--- config.mk ---
export PLATFORM = sky130hd
export DESIGN_NAME = sc2_status_validator
export DESIGN_NICKNAME = d
export VERILOG_FILES = /design/src/rtl/sc2_status_pkg.sv /design/src/rtl/sc2_toggle_tracker.sv /design/src/rtl/sc2_signature_check.sv /design/src/rtl/sc2_flag_register.sv /design/src/rtl/sc2_status_validator.sv
export SDC_FILE = /design/constraint.sdc
export NUM_CORES = 1
export LEC_CHECK = 0
export BUFFER_PORTS_ARGS = -buffer_cell sky130_fd_sc_hd__buf_2
export CAP_MARGIN = 10
export CORE_AREA = 2 2 39 41
export CTS_CLUSTER_SIZE = 14
export DETAILED_ROUTE_END_ITERATION = 7
export DIE_AREA = 0 0 41 43
export HOLD_SLACK_MARGIN = 0.1
export SYNTH_ARGS = -nofsm -noshare
export SYNTH_HDL_FRONTEND = slang
export SYNTH_SLANG_ARGS = --single-unit
--- constraint.sdc ---
create_clock -name clk -period 1.07 [get_ports clk]
set_input_delay 0.214 -clock clk [delete_from_list [all_inputs] [get_ports clk]]
set_output_delay 0.214 -clock clk [all_outputs]
set_load 0.1 [all_outputs]
--- src/rtl/sc2_status_pkg.sv ---
package sc2_status_pkg;

  // Live flag set produced for every accepted record
  typedef struct packed {
    logic pos_error;
    logic test_done;
    logic summary;
    logic toggle_fault;
    logic pattern_fault;
    logic crc_fault;
    logic chan_invalid;
  } sc2_flags_t;

  localparam sc2_flags_t SC2_FLAGS_CLR = '0;

endpackage

--- src/rtl/sc2_toggle_tracker.sv ---
module sc2_toggle_tracker (
  input  logic clk,
  input  logic rst_n,
  input  logic strobe,
  input  logic clr,
  input  logic tog_in,
  output logic fault_nxt
);

  logic expect_q;
  logic expect_d;

  // Compare only for an accepted record
  always_comb begin
    fault_nxt = strobe && !clr && (tog_in != expect_q);
  end

  // Reference follows the received bit, so a fault resynchronises
  always_comb begin
    expect_d = expect_q;
    if (clr) begin
      expect_d = 1'b0;
    end else if (strobe) begin
      expect_d = ~tog_in;
    end
  end

  always_ff @(posedge clk or negedge rst_n) begin
    if (!rst_n) begin
      expect_q <= 1'b0;
    end else begin
      expect_q <= expect_d;
    end
  end

endmodule

--- src/rtl/sc2_signature_check.sv ---
module sc2_signature_check #(
  parameter int          SIG_W   = 5,
  parameter logic [SIG_W-1:0] SIG_VAL = 5'b11100
) (
  input  logic [SIG_W-1:0] sig_in,
  output logic             mismatch
);

  logic [SIG_W-1:0] bit_bad;

  for (genvar i = 0; i < SIG_W; i++) begin : g_bit
    assign bit_bad[i] = sig_in[i] ^ SIG_VAL[i];
  end

  assign mismatch = |bit_bad;

endmodule

--- src/rtl/sc2_flag_register.sv ---
module sc2_flag_register
  import sc2_status_pkg::*;
(
  input  logic       clk,
  input  logic       rst_n,
  input  logic       load,
  input  logic       clr,
  input  sc2_flags_t flags_in,
  output sc2_flags_t flags_q
);

  sc2_flags_t flags_d;

  always_comb begin
    flags_d = flags_q;
    if (clr) begin
      flags_d = SC2_FLAGS_CLR;
    end else if (load) begin
      flags_d = flags_in;
    end
  end

  always_ff @(posedge clk or negedge rst_n) begin
    if (!rst_n) begin
      flags_q <= SC2_FLAGS_CLR;
    end else begin
      flags_q <= flags_d;
    end
  end

endmodule

--- src/rtl/sc2_status_validator.sv ---
module sc2_status_validator
  import sc2_status_pkg::*;
#(
  parameter int STAT_W   = 8,
  parameter int TOG_BIT  = 7,
  parameter int TEST_BIT = 6,
  parameter int ERR_BIT  = 5,
  parameter int SIG_W    = 5,
  parameter logic [SIG_W-1:0] SIG_VAL = 5'b11100
) (
  input  logic              clk,
  input  logic              rst_n,
  input  logic              stat_vld,
  input  logic [STAT_W-1:0] stat_byte,
  input  logic              crc_ok,
  input  logic              proto_rst,
  output logic              pos_error,
  output logic              test_done,
  output logic              summary,
  output logic              toggle_fault,
  output logic              pattern_fault,
  output logic              crc_fault,
  output logic              chan_invalid
);

  localparam int SIG_LSB = 0;
  localparam int SIG_MSB = SIG_LSB + SIG_W - 1;

  logic       tog_fault_nxt;
  logic       sig_bad;
  sc2_flags_t flags_nxt;
  sc2_flags_t flags_q;

  sc2_toggle_tracker u_tog (
    .clk       (clk),
    .rst_n     (rst_n),
    .strobe    (stat_vld),
    .clr       (proto_rst),
    .tog_in    (stat_byte[TOG_BIT]),
    .fault_nxt (tog_fault_nxt)
  );

  sc2_signature_check #(
    .SIG_W   (SIG_W),
    .SIG_VAL (SIG_VAL)
  ) u_sig (
    .sig_in   (stat_byte[SIG_MSB:SIG_LSB]),
    .mismatch (sig_bad)
  );

  // Decode and merge the record into the next flag set
  always_comb begin
    flags_nxt               = SC2_FLAGS_CLR;
    flags_nxt.pos_error     = stat_byte[ERR_BIT];
    flags_nxt.test_done     = stat_byte[TEST_BIT];
    flags_nxt.summary       = stat_byte[ERR_BIT] | stat_byte[TEST_BIT];
    flags_nxt.toggle_fault  = tog_fault_nxt;
    flags_nxt.pattern_fault = sig_bad;
    flags_nxt.crc_fault     = ~crc_ok;
    flags_nxt.chan_invalid  = tog_fault_nxt | sig_bad | stat_byte[ERR_BIT] | ~crc_ok;
  end

  sc2_flag_register u_flags (
    .clk      (clk),
    .rst_n    (rst_n),
    .load     (stat_vld),
    .clr      (proto_rst),
    .flags_in (flags_nxt),
    .flags_q  (flags_q)
  );

  assign pos_error     = flags_q.pos_error;
  assign test_done     = flags_q.test_done;
  assign summary       = flags_q.summary;
  assign toggle_fault  = flags_q.toggle_fault;
  assign pattern_fault = flags_q.pattern_fault;
  assign crc_fault     = flags_q.crc_fault;
  assign chan_invalid  = flags_q.chan_invalid;

endmodule

==> results.md, run 1 <==
* Sequential fraction of the synthesis area at 56.7%
* Synthesized cell area at approximately 350 sq um
* Unique masters post-synth at 12
* Vias at about 320
* CTS H-Tree Depth at 1
* Max Cap Viol at 0
* Yosys reg bits at 8
* First-pass DRT Iterations at 4
* CTS Sinks at 8
* Die X at 41 um
* Max Buffers Root-to-Sink at 2
* CP Launch Type: flip-flop
* Nets at 69
* Global placement routability congestion at 0.779
* Initial Util at 25.5%
* Largest stage delay, worst path at between 0.4 and 0.5 ns
* Setup TNS at 0 ns
* Avg Cell Area, Syn at 11.0 sq um
* Power per cell area at roughly 1400 nW/um^2
* FMAX at 939 MHz
* Initial antenna violation count at 0
* Setup violators final at 0
* Type of the worst min-delay path: in -> reg
* Die Y at approximately 43 um
* CP Cell Sequence: buf_12
* CTS root buf: clkbuf_4
* CTS tree: done
* Post-DR wirelength/cell at 11.5 um
* Fillcell total at 137
* Worst-margin pin slew at 0.236 ns
* CP Capture Type: output port
* Max VDD drop at 0.520 mV
* CP Data Required Time at 0.86 ns
* Critical Path Source: u_flags.flags_q[1]
* Synth warnings at 0
* Core box area at 1380 sq um
* Number of global-route vias before repair at 340
* Crit Path Class: reg -> out
* Net count after synthesis at 45
* Max-slew headroom at 84.3%
* Final Hold Fails at 0
* Reg-to-Reg End: u_flags.flags_q[3]
* Grt ovf at 0
* Final period util at approximately 100%
* Worst setup path end: crc_fault
* Pins Over Slew Limit at 0
* Slowest cell on crit path: dfrtp_2
* CP Max Fanout at 2
* Core Rows at 14
* FF-to-FF path depth at 2
* Antenna Nets Post-Route at 0
* Skew-Pair Late Insertion Delay at roughly 0.25 ns
* Largest net degree at the start of global routing at 13
* RSZ-0062 raised after global routing: yes
* DR vias/cell at 4.52
* Crit path DAT at 0.85 ns
* Worst r2r src: u_tog.expect_q
* Leak pwr at 0.279 nW
* Count of buffer and inverter cells on the critical path at 1
* Drt drc at 0
* Worst-path clk slew at 0.06 ns
* Num CTS Buffers at 3
* Worst Clk Skew at ~0.000088 ns
* IO buf count at 19
* P&R area growth vs syn at 73.0%
* First DRT Iteration DRCs at 6
* Total track usage at around 12%
* Worst path top cell family by delay: flip-flops
* Reg2reg setup slack at 0.23 ns
* Run status: finished clean
* Final core utilization at approximately 44%
* # diodes at 0
* I/O Pins at 20
* Storage cell area at ~210 sq um
* Multi-input logic area at 134 sq um
* Die area at 1760 sq um
* Mapped Cells at 32
* Period minus WS final at roughly 1.1 ns
* Share of layout cells above drive strength 1 at 56.4%
* PostCTS Resize Cnt at 0
* Final WL at 813 um
* Number of cells on the critical path at 1
* Global-route wire length before repair at 1.40 mm
==> placed cells by master, fill, tap and decap left out, drive strengths merged <==
| cell | Yosys | final |
|---|---|---|
| buf | 1 | 20 |
| nor2 | 10 | 10 |
| dfrtp | 8 | 8 |
| clkbuf | 1 | 4 |
| a211oi | 3 | 3 |
| mux2i | 3 | 3 |
| xnor2 | 1 | 1 |
| nand4b | 1 | 1 |
| nor3b | 1 | 1 |
| inv | 1 | 1 |
| a311oi | 1 | 1 |
| nor3 | 1 | 1 |
| dlygate4sd3 | 0 | 1 |
==> cell type report <==
class                   instances  share of cell area [%]
multi-input cells              21                    21.9
repair buffers                 21                    35.7
inverters                       1                   0.615
well taps                      16                    3.28
clock buffers                   4                    4.30
flip-flops and latches          8                    34.2
==> Yosys cell counts <==
master    count  share of area, %
xnor2_1       1               2.5
clkbuf_1      1               1.1
mux2i_1       3               8.5
buf_6         1               3.2
inv_1         1               1.1
nand4b_1      1               2.5
a211oi_1      3               6.4
nor2_1       10                11
nor3_1        1               1.4
nor3b_2       1               3.5
dfrtp_1       8                57
a311oi_1      1               2.5
==> kinds of logic after synthesis <==
logic type / synth area share [%]
AOI/OAI and AO/OA: 8.87
muxes: 8.51
and+or+nand+nor: 18.1
xor gates and xnor gates: 2.48
DFF: 56.7
buffers and inverters: 5.32
==> flip-flops by register name, indices dropped and copies added, names as in the netlist <==
name,flops
u_flags.flags_q,7
u_tog.expect_q,1
==> metrics by stage <==
step                setup slack [ns]  cell area [sq um]  std cells  hold WS [ns]  total power, mW
detailed placement             0.140                567         65        0.0675            0.632
global route                 -0.0229                611         71         0.189            0.926
floorplan                     0.0132                362         32       -0.0816            0.515
finish                       0.00480                611         71         0.171            0.882
global placement               0.161                567         65        0.0656            0.630
CTS                         -0.00697                603         70         0.167            0.891
==> worst min-delay path by stage <==
| stage | start | to | cells after the start |
|---|---|---|---|
| 2_1_floorplan | rst_n | u_flags.flags_q[0] | 0 |
| 3_3_place_gp | rst_n | u_tog.expect_q | 1 |
| 3_5_place_dp | rst_n | u_tog.expect_q | 1 |
| 4_1_cts | stat_byte[7] | u_tog.expect_q | 2 |
| 5_1_grt | stat_byte[7] | u_tog.expect_q | 2 |
| 6_report | stat_byte[7] | u_tog.expect_q | 2 |
==> worst register-to-register path: cells and delay by family (launching register included) <==
family,cells,cell delay (ns)
flops,1,0.39
compound gates,1,0.22
xor+xnor,1,0.15
==> where the power goes <==
group,switching [mW],total (mW),leakage [nW],internal [mW]
sequential,0.0202,0.346,0.0941,0.326
clock,0.107,0.250,0.0150,0.143
combinational,0.177,0.286,0.170,0.108
==> repair_timing <==
action,4_1_cts,5_1_grt
hold endpoints to repair,8,0
hold buffers,1,0
gates cloned,0,0
setup buffers,0,1
endpoints found under the setup margin,4,7
==> routing by layer <==
metal | track usage (%) | part of all wire (%) | vias up
li1 | - | - | 154
met1 | 13.9 | 40 | 155
met2 | 18.4 | 54 | 8
met3 | 3.14 | 4.3 | 4
met4 | 8.00 | 2.3 | 0
met5 | 0 | 0 | -
Note: power is estimated with default switching activity, not from simulation.
==> inputs of run 2 (changes only) <==
==> constraint.sdc (replaced) <==
create_clock -name clk -period 1.07 [get_ports clk]
set_input_delay 0.107 -clock clk [delete_from_list [all_inputs] [get_ports clk]]
set_output_delay 0.107 -clock clk [all_outputs]
set_load 0.1 [all_outputs]
==> run 2 against run 1 <==
Compared with the run above: via count is 5.3% lower; die area stayed put; register-to-register slack worse by 0.02 ns; clock power is 4% lower; total power is 1.1% lower; cell count stayed put; sequential cell count stayed put; hold slack worse by 0.054 ns; core utilization is 0.18 points higher; setup slack better by 0.072 ns; combinational power hardly changed; cell area is 0.41% higher; critical endpoint is now u_flags.flags_q[0].
==> results.md, run 2 (synthesis gave the netlist of run 1 again) <==
* IO buf count at 19 (unchanged)
* Largest net degree at the start of global routing at 13 (unchanged)
* Post-CTS setup buffers at 0 (unchanged)
* Global-route wire length before repair at 1.32 mm (-5.9%)
* CTS tree: done
* Fillcell total at 133 (-2.9%)
* Total track usage at 11.2% (-0.82 points)
* CTS root buf: clkbuf_4
* DR vias/cell at 4.28 (-5.3%)
* Post-DR wirelength/cell at 10.8 um (-5.8%)
* Max FFs per register at 7 (unchanged)
* Tot Pwr at 0.872 mW (-1.1%)
* Final period util at 92.9% (-6.7 points)
* Core Rows at 14 (unchanged)
* Share of layout cells above drive strength 1 at 54.5% (-1.8 points)
* Max VDD drop at 0.572 mV (+10%)
* Grt ovf at 0 (unchanged)
* Setup violators final at 0 (unchanged)
* Initial Util at 25.5% (unchanged)
* Num CTS Buffers at 3 (unchanged)
* Die X at 41 um (unchanged)
* CP Launch Type: primary input
* Period minus WS final at 0.994 ns (-0.0716 ns)
* Detail Placement HPWL at between 500 and 600 um
* Worst Clk Skew at 0.000291 ns (+0.000203 ns)
* Number of global-route vias before repair at 319 (-6.2%)
* Vias at 304 (-5.3%)
* Initial antenna violation count at 0 (unchanged)
* CTS Sinks at 8 (unchanged)
* Die Y at 43 um (unchanged)
* RSZ-0062 raised after global routing: no
* Leak pwr at 0.278 nW (-0.33%)
* Crit path DAT at 1.13 ns (+0.28 ns)
* PostCTS Resize Cnt at 0 (unchanged)
* Antenna Nets Post-Route at 0 (unchanged)
* Final instance area at 613 sq um (+0.41%)
* Multi-input logic area at 134 sq um (unchanged)
* Max Buffers Root-to-Sink at 2 (unchanged)
* Final WL at 766 um (-5.8%)
* Setup TNS at 0 ns (unchanged)
* Power per cell area at 1420 nW/um^2 (-1.5%)
* Worst-path clk slew at 0.06 ns (about the same)
* Nets at 69 (unchanged)
* Met1 GRT Util at 14.2% (+0.28 points)
* Crit Path Class: in -> reg
* CP Max Fanout at 2 (unchanged)
* Run status: finished clean
* Grt peak-use layer: met2
* Skew-Pair Late Insertion Delay at 0.24 ns (about the same)
* Worst-margin pin slew at 0.216 ns (-0.0199 ns)
* First DRT Iteration DRCs at 2 (-4)
* First-pass DRT Iterations at 3 (-1)
* I/O Pins at 20 (unchanged)
* FMAX at 1010 MHz (+7.2%)
* Global placement routability congestion at 0.746 (-4.3%)
* Biggest regs: u_flags.flags_q x7, u_tog.expect_q x1
* Commonest non-fill, non-tap cells in the layout: buf_2 (12), nor2_1 (10), buf_12 (7), dfrtp_2 (7)
* Max-slew headroom at 85.5% (+1.2 points)
* CTS H-Tree Depth at 1 (unchanged)
* CP Data Required Time at 1.21 ns (+0.35 ns)
* Commonest non-fill, non-tap cell in the layout: buf_2
* # diodes at 0 (unchanged)
* Die area at 1760 sq um (unchanged)
* Placed cell area at 567 sq um (unchanged)
* Final Hold Fails at 0 (unchanged)
* Type of the worst min-delay path: in -> reg
* Met2 Use GR at 17.2% (-1.3 points)
* Storage cell area at 209 sq um (unchanged)
* Largest Register: u_flags.flags_q
* Drt drc at 0 (unchanged)
* Pins Over Slew Limit at 0 (unchanged)
* GRT met3 Usage at 3.66% (+0.52 points)
* Core box area at 1380 sq um (unchanged)
* Max Cap Viol at 0 (unchanged)
* P&R area growth vs syn at 73.8%
* CP Capture Type: flip-flop
## run 2: cell types whose count changed in the layout (fill, tap and decap cells not counted)
| cell | delta |
|---|---|
| buf_4 | -1 |
| dlygate4sd3_1 | +1 |
## run 2: layer usage
| metal | up-vias | share of wire (%) |
|---|---|---|
| li1 | 157 | - |
| met1 | 141 | 42 |
| met2 | 6 | 54 |
| met3 | 0 | 4.2 |
| met4 | 0 | 0 |
| met5 | - | 0 |
## run 2: repair_timing
action | 4_1_cts | 5_1_grt
hold buffers | 2 | 0
hold endpoints to repair | 9 | 0
endpoints found under the setup margin | 0 | 0
## run 2: final timing paths
check	startpoint	endpoint	slack, ns	cells past startpoint
setup / recovery	stat_byte[7]	u_flags.flags_q[0]	0.08	4
hold / removal	proto_rst	u_flags.flags_q[4]	0.12	2
setup reg to reg	u_tog.expect_q	u_flags.flags_q[0]	0.21	2
hold reg to reg	u_flags.flags_q[5]	u_flags.flags_q[5]	0.57	2
max in group asynchronous	rst_n	u_flags.flags_q[3]	0.65	2
min in group asynchronous	rst_n	u_flags.flags_q[4]	0.23	2
## run 2: per-stage QoR
stage | hold WS (ns) | setup WS (ns) | utilization, % | std cells
after floorplan | -0.189 | 0.0132 | - | 32
after global placement | -0.0441 | 0.247 | 41.0 | 65
after detailed placement | -0.0378 | 0.220 | 41.0 | 65
after CTS | 0.110 | 0.0809 | 44.3 | 71
after global routing | 0.111 | 0.0271 | 44.3 | 71
final | 0.117 | 0.0764 | 44.3 | 71
## run 2: where the power goes
group,switching [mW],leakage [nW],internal [mW]
combinational,0.178,0.169,0.108
sequential,0.0203,0.0941,0.326
clock,0.0979,0.0150,0.142
## run 2: worst max-delay path, cell delays in order
cell and delay [ns]:
dlygate4sd3_1 0.54, buf_2 0.13, xnor2_1 0.13, a311oi_1 0.22
## run 2: final cells by class
cell class | instances | share of cell area, %
clock buffer | 4 | 4.29
inverter | 1 | 0.612
multi-input combinational | 21 | 21.8
sequential | 8 | 34.1
tap | 16 | 3.27
timing repair buffer | 21 | 35.9
==> inputs of run 3 (changes only) <==
--- a/config.mk
+++ b/config.mk
@@ -14,4 +14,5 @@
 export HOLD_SLACK_MARGIN = 0.1
 export SYNTH_ARGS = -nofsm -noshare
 export SYNTH_HDL_FRONTEND = slang
+export SYNTH_HIERARCHICAL = 1
 export SYNTH_SLANG_ARGS = --single-unit
==> run 3 against run 2 <==
Compared with the run above: the flow now finishes with violations (negative setup slack); combinational power is 4% lower; highest routed layer is now met4; critical path type is now reg -> reg; register-to-register slack worse by 0.51 ns; synthesized area is 6.7% higher; global-route usage is 0.28 points lower; routed wire length is 7.8% higher; critical endpoint is now u_flags/flags_q[0]; total power is 1.3% lower; fmax is 28% lower; sequential share of layout area is 2.6 points lower.
==> results.md, run 3 <==
* Run status: complete, but fails checks
* Failing checks: negative setup slack
* Met1 GRT Util at 15.3% (+1.1 points)
* Sequential fraction of the synthesis area at 53.2% (-3.6 points)
* Largest Register: u_flags/flags_q
* Largest net degree at the start of global routing at 10 (-3)
* Leak pwr at 0.318 nW (+14%)
* Max FFs per register at 7 (unchanged)
* Net count after synthesis at 46 (+2.2%)
* Commonest non-fill, non-tap cell in the layout: buf_2
* Largest cells by area after synthesis: dfrtp_1 (53%), mux2i_1 (19%), nor2_1 (8.0%)
* Pins Over Slew Limit at 0 (unchanged)
* Global placement routability congestion at 0.649 (-13%)
* Die area at 1760 sq um (unchanged)
* Worst Clk Skew at 0.000178 ns (-0.000113 ns)
* Setup TNS at -0.302 ns (-0.302 ns)
* Period minus WS final at 1.37 ns (+0.378 ns)
* First-pass DRT Iterations at 4 (+1)
* Yosys reg bits at 8 (unchanged)
* Crit Path Class: reg -> reg
* CP Launch Type: flip-flop
* CTS tree: done
* Skew-Pair Late Insertion Delay at 0.24 ns (about the same)
* Initial antenna violation count at 0 (unchanged)
* Core Rows at 14 (unchanged)
* RSZ-0062 raised after global routing: yes
* First DRT Iteration DRCs at 5 (+3)
* CTS H-Tree Depth at 1 (unchanged)
* Share of layout cells above drive strength 1 at 57.6% (+3.1 points)
* IO buf count at 19 (unchanged)
* Crit path DAT at 1.51 ns (+0.38 ns)
* Die X at 41 um (unchanged)
* Area fraction of the dominant cell type after synthesis at 53.2% (-3.6 points)
* Commonest non-fill, non-tap cells in the layout: buf_2 (12), nor2_1 (8), buf_12 (7), mux2i_1 (7), dfrtp_2 (6)
* DR vias/cell at 4.41 (+3.1%)
* Num CTS Buffers at 3 (unchanged)
* CTS root buf: clkbuf_4
* I/O Pins at 20 (unchanged)
* Total track usage at 11.0% (-0.28 points)
* GRT met3 Usage at 1.57% (-2.1 points)
* Worst-margin pin slew at 0.179 ns (-0.0372 ns)
* Final Hold Fails at 0 (unchanged)
* Biggest regs: u_flags/flags_q x7, u_tog/expect_q x1
* CTS Sinks at 8 (unchanged)
* Unique masters post-synth at 12 (unchanged)
* Detail Placement HPWL at 647 um (+10%)
* # diodes at 0 (unchanged)
* Final WL at 826 um (+7.8%)
* Grt ovf at 0 (unchanged)
* Max Cap Viol at 0 (unchanged)
* Type of the worst min-delay path: in -> reg
* Final setup margin at -0.302 ns (-0.378 ns)
* Setup violators final at 1 (+1)
* Max VDD drop at 0.514 mV (-10%)
* Max Buffers Root-to-Sink at 2 (unchanged)
* Global-route wire length before repair at 1.28 mm (-3.1%)
* Post-CTS setup buffers at 0 (unchanged)
* Met2 Use GR at 13.8% (-3.4 points)
* Max-slew headroom at 88.1% (+2.6 points)
* Synthesized cell area at 377 sq um (+6.7%)
* Final period util at 128% (+35 points)
* Drt drc at 0 (unchanged)
* Die Y at 43 um (unchanged)
* Nets at 73 (+5.8%)
* Dominant cell type by area after synthesis: dfrtp_1
* Antenna Nets Post-Route at 0 (unchanged)
* Synth cell count leaders: dfrtp_1 (8), nor2_1 (8), mux2i_1 (7), nand2b_1 (2)
* Fillcell total at 128 (-3.8%)
* Ys async rst share at 100% (unchanged)
* Post-DR wirelength/cell at 11.0 um (+2.1%)
* Initial Util at 27.2% (+1.7 points)
* Primary FF master, synth: dfrtp_1
* Synth warnings at 6 (+6)
* Avg Cell Area, Syn at 11.4 sq um (+3.5%)
* Tot Pwr at 0.860 mW (-1.3%)
* Grt peak-use layer: met1
* Number of synthesized flops with an enable pin at 0 (unchanged)
* FMAX at 729 MHz (-28%)
* P&R area growth vs syn at 75.1%
* Number of global-route vias before repair at 335 (+5.0%)
* Mapped Cells at 33 (+3.1%)
* Worst-path clk slew at 0.06 ns (about the same)
* Vias at 331 (+8.9%)
* CP Capture Type: flip-flop
* CP Data Required Time at 1.21 ns (about the same)
* CP Max Fanout at 2 (unchanged)
* Power per cell area at 1300 nW/um^2 (-8.3%)
* Core box area at 1380 sq um (unchanged)
run 3: cell types whose count changed after synthesis, sizes merged, moves of 2 or more:
cell / delta
a211oi: -3
mux2i: +4
nand2b: +2
nor2: -2
run 3: area by class of cell:
class | instances | area, sq um | area share (%)
flip-flops and latches | 8 | 208 | 31.5
well taps | 16 | 20.0 | 3.04
clock buffers | 4 | 26.3 | 3.98
multi-input cells | 23 | 169 | 25.6
repair buffers | 23 | 233 | 35.3
inverters | 1 | 3.75 | 0.569
run 3: report_power, final:
group | switching, mW | internal [mW]
clock network | 0.103 | 0.143
logic | 0.164 | 0.109
registers | 0.0186 | 0.323
total | 0.286 | 0.575
run 3: logic make-up (layout without fill, tap and decap cells):
family / after synthesis / count (layout) / synth area share (%)
AO/OA/AOI/OAI: 1 / 1 / 1.33
XOR/XNOR: 1 / 1 / 2.33
buffers and inverters: 2 / 28 / 3.99
flip-flops: 8 / 8 / 53.2
multiplexers: 7 / 7 / 18.6
AND/OR/NAND/NOR: 14 / 14 / 20.6
run 3: worst max-delay path, cell delays in order, from the launching register on:
cell,delay [ns]
dfrtp_1,0.40
xnor2_2,0.14
nor3b_2,0.06
or4b_1,0.46
mux2i_1,0.14
nor2_1,0.05
run 3: path summary, 6_finish.rpt:
check | slack (ns) | start | end | depth (start not counted)
worst max-delay path | -0.30 | u_tog/expect_q | u_flags/flags_q[0] | 5
worst max register to register | -0.30 | u_tog/expect_q | u_flags/flags_q[0] | 5
max in group asynchronous | 0.66 | rst_n | u_flags/flags_q[2] | 2
min in group asynchronous | 0.22 | rst_n | u_flags/flags_q[5] | 2
worst min-delay path | 0.11 | stat_byte[6] | u_flags/flags_q[5] | 3
worst min register to register | 0.57 | u_flags/flags_q[5] | u_flags/flags_q[5] | 2
run 3: stage by stage:
step	setup slack, ns	cells	utilization (%)	hold WS [ns]	area (sq um)
2_1_floorplan	-0.271	33	-	-0.189	384
3_3_place_gp	-0.281	70	44.5	-0.0412	616
3_5_place_dp	-0.312	70	44.5	-0.0401	616
4_1_cts	-0.328	75	47.1	0.103	652
5_1_grt	-0.362	75	47.6	0.134	659
6_report	-0.302	75	47.6	0.109	659
run 3: what timing repair did:
action	CTS	global route
resized for setup	0	1
hold buffers	1	0
setup endpoints to repair	1	1
hold endpoints to repair	8	0
run 3: layer usage:
metal	vias to the layer above	wire, um
met5	-	0
met4	0	22
met3	2	60
met2	16	381
met1	150	361
li1	163	-
